===== src/rtl/fsg_pkg.sv =====
package fsg_pkg;

  typedef enum logic [2:0] {
    FS_NONE      = 3'd0,
    FS_NEG_PULSE = 3'd1,
    FS_POS_PULSE = 3'd2,
    FS_LOW_DATA  = 3'd3,
    FS_HIGH_DATA = 3'd4,
    FS_TOGGLE    = 3'd5
  } fs_wave_e;

  // Level the output rests at outside an active frame
  function automatic logic idle_level(input logic [2:0] sel);
    return (sel == FS_NEG_PULSE) || (sel == FS_LOW_DATA);
  endfunction

endpackage


===== src/rtl/fsg_period.sv =====
module fsg_period #(
  parameter int PER_W = 8
) (
  input  logic             clk,
  input  logic             rst,
  input  logic             bit_en,
  input  logic [PER_W-1:0] period,
  output logic             start_now,
  output logic             sof_q
);
  localparam int CNT_W = PER_W + 2;

  logic [CNT_W-1:0] cnt;
  logic [CNT_W-1:0] last;

  // last bit time of a frame is 2*(N+1)-1 = 2N+1
  assign last      = CNT_W'({period, 1'b1});
  assign start_now = bit_en && (period != '0) && (cnt == '0);

  always_ff @(posedge clk) begin
    if (rst) begin
      cnt   <= '0;
      sof_q <= 1'b0;
    end else if (bit_en) begin
      sof_q <= start_now;
      if (period == '0 || cnt >= last)
        cnt <= '0;
      else
        cnt <= cnt + 1'b1;
    end
  end
endmodule


===== src/rtl/fsg_pulse.sv =====
module fsg_pulse #(
  parameter int LEN_W = 8
) (
  input  logic             clk,
  input  logic             rst,
  input  logic             bit_en,
  input  logic             start_now,
  input  logic [LEN_W-1:0] pulse_len,
  output logic             pulse_d
);
  logic             pulse_q;
  logic [LEN_W-1:0] left_q;
  logic [LEN_W-1:0] left_d;

  always_comb begin
    pulse_d = pulse_q;
    left_d  = left_q;
    if (start_now) begin
      pulse_d = 1'b1;
      left_d  = pulse_len;
    end else if (pulse_q) begin
      if (left_q == '0)
        pulse_d = 1'b0;
      else
        left_d = left_q - 1'b1;
    end
  end

  always_ff @(posedge clk) begin
    if (rst) begin
      pulse_q <= 1'b0;
      left_q  <= '0;
    end else if (bit_en) begin
      pulse_q <= pulse_d;
      left_q  <= left_d;
    end
  end
endmodule


===== src/rtl/fsg_shape.sv =====
module fsg_shape
  import fsg_pkg::*;
(
  input  logic       clk,
  input  logic       rst,
  input  logic       bit_en,
  input  logic [2:0] wave_sel,
  input  logic       pulse_d,
  input  logic       start_now,
  input  logic       data_act,
  output logic       fs_q
);
  logic fs_d;

  always_comb begin
    case (wave_sel)
      FS_NEG_PULSE: fs_d = ~pulse_d;
      FS_POS_PULSE: fs_d = pulse_d;
      FS_LOW_DATA:  fs_d = ~data_act;
      FS_HIGH_DATA: fs_d = data_act;
      FS_TOGGLE:    fs_d = start_now ? ~fs_q : fs_q;
      default:      fs_d = 1'b0;
    endcase
  end

  always_ff @(posedge clk) begin
    if (rst)
      fs_q <= idle_level(wave_sel);
    else if (bit_en)
      fs_q <= fs_d;
  end
endmodule


===== src/rtl/fsg_edge.sv =====
module fsg_edge (
  input  logic clk,
  input  logic rst,
  input  logic bit_en,
  input  logic edge_sel,
  input  logic fs_line,
  input  logic flag_clr,
  output logic flag_q
);
  logic prev_q;
  logic hit;

  assign hit = bit_en && (edge_sel ? (prev_q && !fs_line)
                                   : (!prev_q && fs_line));

  always_ff @(posedge clk) begin
    if (rst) begin
      prev_q <= fs_line;
      flag_q <= 1'b0;
    end else begin
      if (bit_en)
        prev_q <= fs_line;
      if (hit)
        flag_q <= 1'b1;
      else if (flag_clr)
        flag_q <= 1'b0;
    end
  end
endmodule


===== src/rtl/frame_sync_gen.sv =====
module frame_sync_gen #(
  parameter int LEN_W = 8,
  parameter int PER_W = 8
) (
  input  logic             clk,
  input  logic             rst,
  input  logic             bit_en,
  input  logic [2:0]       wave_sel,
  input  logic [LEN_W-1:0] pulse_len,
  input  logic [PER_W-1:0] period,
  input  logic             edge_sel,
  input  logic             data_act,
  input  logic             fs_line,
  input  logic             flag_clr,
  output logic             fs_out,
  output logic             sof,
  output logic             sync_flag
);
  logic start_now;
  logic pulse_d;

  fsg_period #(.PER_W(PER_W)) u_period (
    .clk(clk), .rst(rst), .bit_en(bit_en), .period(period),
    .start_now(start_now), .sof_q(sof)
  );

  fsg_pulse #(.LEN_W(LEN_W)) u_pulse (
    .clk(clk), .rst(rst), .bit_en(bit_en), .start_now(start_now),
    .pulse_len(pulse_len), .pulse_d(pulse_d)
  );

  fsg_shape u_shape (
    .clk(clk), .rst(rst), .bit_en(bit_en), .wave_sel(wave_sel),
    .pulse_d(pulse_d), .start_now(start_now), .data_act(data_act),
    .fs_q(fs_out)
  );

  fsg_edge u_edge (
    .clk(clk), .rst(rst), .bit_en(bit_en), .edge_sel(edge_sel),
    .fs_line(fs_line), .flag_clr(flag_clr), .flag_q(sync_flag)
  );
endmodule


===== config.mk =====
export PLATFORM = sky130hd
export DESIGN_NAME = frame_sync_gen
export DESIGN_NICKNAME = d
export VERILOG_FILES = /design/src/rtl/fsg_pkg.sv /design/src/rtl/fsg_period.sv /design/src/rtl/fsg_pulse.sv /design/src/rtl/fsg_shape.sv /design/src/rtl/fsg_edge.sv /design/src/rtl/frame_sync_gen.sv
export SDC_FILE = /design/constraint.sdc
export NUM_CORES = 1
export LEC_CHECK = 0
export BUFFER_PORTS_ARGS = -buffer_cell sky130_fd_sc_hd__buf_2
export CAP_MARGIN = 20
export CORE_ASPECT_RATIO = 0.75
export CORE_UTILIZATION = 49
export DETAILED_ROUTE_END_ITERATION = 8
export PLACE_DENSITY = 0.75
export SKIP_LAST_GASP = 1
export SYNTH_ARGS = -nofsm -noshare
export SYNTH_HDL_FRONTEND = slang
export SYNTH_SLANG_ARGS = --single-unit

===== constraint.sdc =====
create_clock -name clk -period 1.7 [get_ports clk]
set_input_delay 0 -clock clk [delete_from_list [all_inputs] [get_ports clk]]
set_output_delay 0 -clock clk [all_outputs]
set_load 0.005 [all_outputs]

==> results.yml <==
power:
  power.density_nw_per_um2: 678
  p_leak_nw: 0.832
  finalPower_mw: 1.31
  ir_worst_vdd_mv: 0.460
outcome:
  status: "complete, no violations"
clocking:
  insertion_delay_ns: 0.26
  cts_root_buf: "clkbuf_8"
  htreeDepth: 1
  cts_buffers: 3
  clock-sinks: 23
  path_clk_slew_ns: 0.08
  max-clock-path-buffers: 2
  cts_tree: "built"
global_route:
  grt.total_usage_pct: 24.2
  grt_max_degree: 29
  grt_first_pass_wirelength_mm: 6.13
  grt_pass1_vias: 1408
  antenna_found_initial: 0
  overflow: 0
placement:
  dp_slack_ns: 0.0113
  hpwlAfterDp_mm: 2.68
  port_buffers: 28
  place_congestion: 0.882
yosys:
  yosysTopAreaCellShare_pct: 27.6
  syn_inst: 181
  synth-edff-count: 2
  ys_seq_elements: 23
  syn-mean-instance-area_um2: 8.41
  netlist_area_um2: 1520
  yosysMostFrequentCell: "dfxtp_1"
  synthTopCellsByArea: "dfxtp_1, ha_1, xor2_1, a21oi_1, edfxtp_1"
  yosysSeqAreaShare_pct: 31.6
  yosys_warnings: 0
  ys.flop_type: "dfxtp_1"
  yosysTopAreaCell: "dfxtp_1"
  synth_commonest_cells: "dfxtp_1, inv_1, a21oi_1"
  syn_nets: 218
  ys_async_sr_fraction_pct: 0
  synthDistinctLibCells: 48
worst_hold_path:
  hp-class: "input port to flip-flop"
  hp-start: "pulse_len[0]"
layout:
  fill_cells: 247
  antenna_cells: 0
  finalNetCount: 262
  post-route-util_pct: 65.3
  drive_above_1_share_pct: 33.0
  final-seq-area_um2: 489
  multi_input_area_um2: 1010
  syn_to_final_growth_pct: 26.8
worst_setup_path:
  arrival_ns: 1.68
  path_class: "flip-flop to flip-flop"
  critPathCaptureType: "flip-flop"
  timing.rr.start: "u_period.cnt[1]$_SDFFE_PP0P_"
  path_buf_inv: 2
  cpPeakStageDelay_ns: 0.36
  cp_top_family: "flip-flops"
  crit_fanout: 4
  cp-startpoint: "u_period.cnt[1]$_SDFFE_PP0P_"
  worst_ep_required_time_ns: 1.71
  cp_slowest_cell: "dfxtp_2"
  crit_chain: "inv_1, ha_1, nor4b_2, nand4_1, buf_4, a21oi_1, a311o_1"
  startpoint_type: "flip-flop"
routing:
  drcViolationCount: 0
  firstDrtPassIters: 4
  drt-wirelength-per-cell_um: 14.2
  vias_per_cell: 5.71
  ant_nets: 0
  drt-initial-drc-count: 62
  vias: 1497
  routed_wl_mm: 3.72
floorplanning:
  core_um2: 2960
  rows: 17
  ios: 29
  die_w_um: 66.3
  initial_core_util_pct: 51.5
  die_h_um: 50.3
  die_area_um2: 3330
sta:
  fmax_ghz: 0.598
  final.setup_skew_ns: 0.00365
  hold_viol: 0
  setup_viol: 0
  hold_slack_ns: 0.0123
  tightest_slew_ns: 0.568
  finalCriticalPeriod_ns: 1.67
  worst_slack_ns: 0.0287
  rsz0062_at_grt: "yes"
  finalMaxSlewViolations: 0
  min_period_over_period_pct: 98.3
  slew_headroom_pct: 62.1
run:
  drv_cap: 0
-- flip-flops by register name, summed over array words and instances (netlist names) --
| register | flops |
|---|---|
| u_period.sof_q | 1 |
| u_edge.flag_q | 1 |
| u_period.cnt | 10 |
| u_pulse.left_q | 8 |
| u_edge.prev_q | 1 |
| u_pulse.pulse_q | 1 |
| u_shape.fs_q | 1 |
-- worst reg2reg max path, stage by stage (launching register included) --
cell	delay [ns]
dfxtp_2	0.36
inv_1	0.05
ha_1	0.17
nor4b_2	0.15
nand4_1	0.19
buf_4	0.16
a21oi_1	0.06
a311o_1	0.28
-- power by group --
part / internal (mW) / switching [mW] / leakage (nW)
sequential: 0.583 / 0.0429 / 0.195
clock: 0.167 / 0.166 / 0.0228
combinational: 0.172 / 0.177 / 0.614
-- layer usage --
layer,vias up,global-route usage [%],share of wire (%)
met2,47,38.4,45
li1,729,-,-
met5,-,0,0
met4,0,6.03,1.2
met3,6,5.68,5.5
met1,715,32.9,48
-- worst paths after layout --
path / end / slack [ns] / depth (start not counted)
hold / removal: u_pulse.left_q[0]$_SDFFE_PP0P_ / 0.01 / 3
setup / recovery: u_shape.fs_q$_DFFE_PP_ / 0.03 / 7
setup reg to reg: u_shape.fs_q$_DFFE_PP_ / 0.03 / 7
hold reg to reg: u_period.sof_q$_SDFFE_PP0P_ / 0.48 / 2
-- area by class of cell --
cell class / count / area share (%)
Multi-Input combinational cell: 135 / 52.1
Clock buffer: 4 / 2.33
Tap cell: 38 / 2.46
Timing Repair Buffer: 46 / 14.6
Sequential cell: 23 / 25.4
Inverter: 16 / 3.11
-- placed cells by master (no fill, tap or decap), types with 5 or more instances in the layout --
cell	Yosys	final
nand4_1	6	6
dfxtp_1	21	16
nor3_2	1	6
buf_2	2	28
inv_1	16	16
a21oi_1	15	14
nand3_1	7	7
nand2b_1	5	5
nor2_1	12	12
buf_4	1	16
xor2_1	9	9
nand2_1	11	9
ha_1	11	10
-- kinds of logic after synthesis --
| family | Yosys count | synth area share [%] |
|---|---|---|
| xor+xnor | 12 | 6.91 |
| fa+ha+maj | 11 | 9.05 |
| compound gates | 37 | 16.3 |
| mux | 1 | 0.740 |
| flops | 23 | 31.6 |
| simple gates | 74 | 29.4 |
| buf+inv | 23 | 6.09 |
-- per-stage QoR --
| stage | std cells | setup TNS (ns) | area [um2] |
|---|---|---|---|
| global placement | 256 | 0 | 1800 |
| global route | 262 | -0.146 | 1930 |
| CTS | 261 | 0 | 1860 |
| floorplan | 181 | 0 | 1520 |
| detailed placement | 256 | 0 | 1800 |
| finish | 262 | 0 | 1930 |
-- timing repair --
action                                 4_1_cts  5_1_grt
resized for setup                            1       18
hold buffers                                 1        0
endpoints found under the hold margin        1        0
setup endpoints to repair                    3       19
setup buffers                                0        1
cloned                                       0        0
pin swaps                                    2        1
No activity file was read; power rests on OpenSTA's default activity.
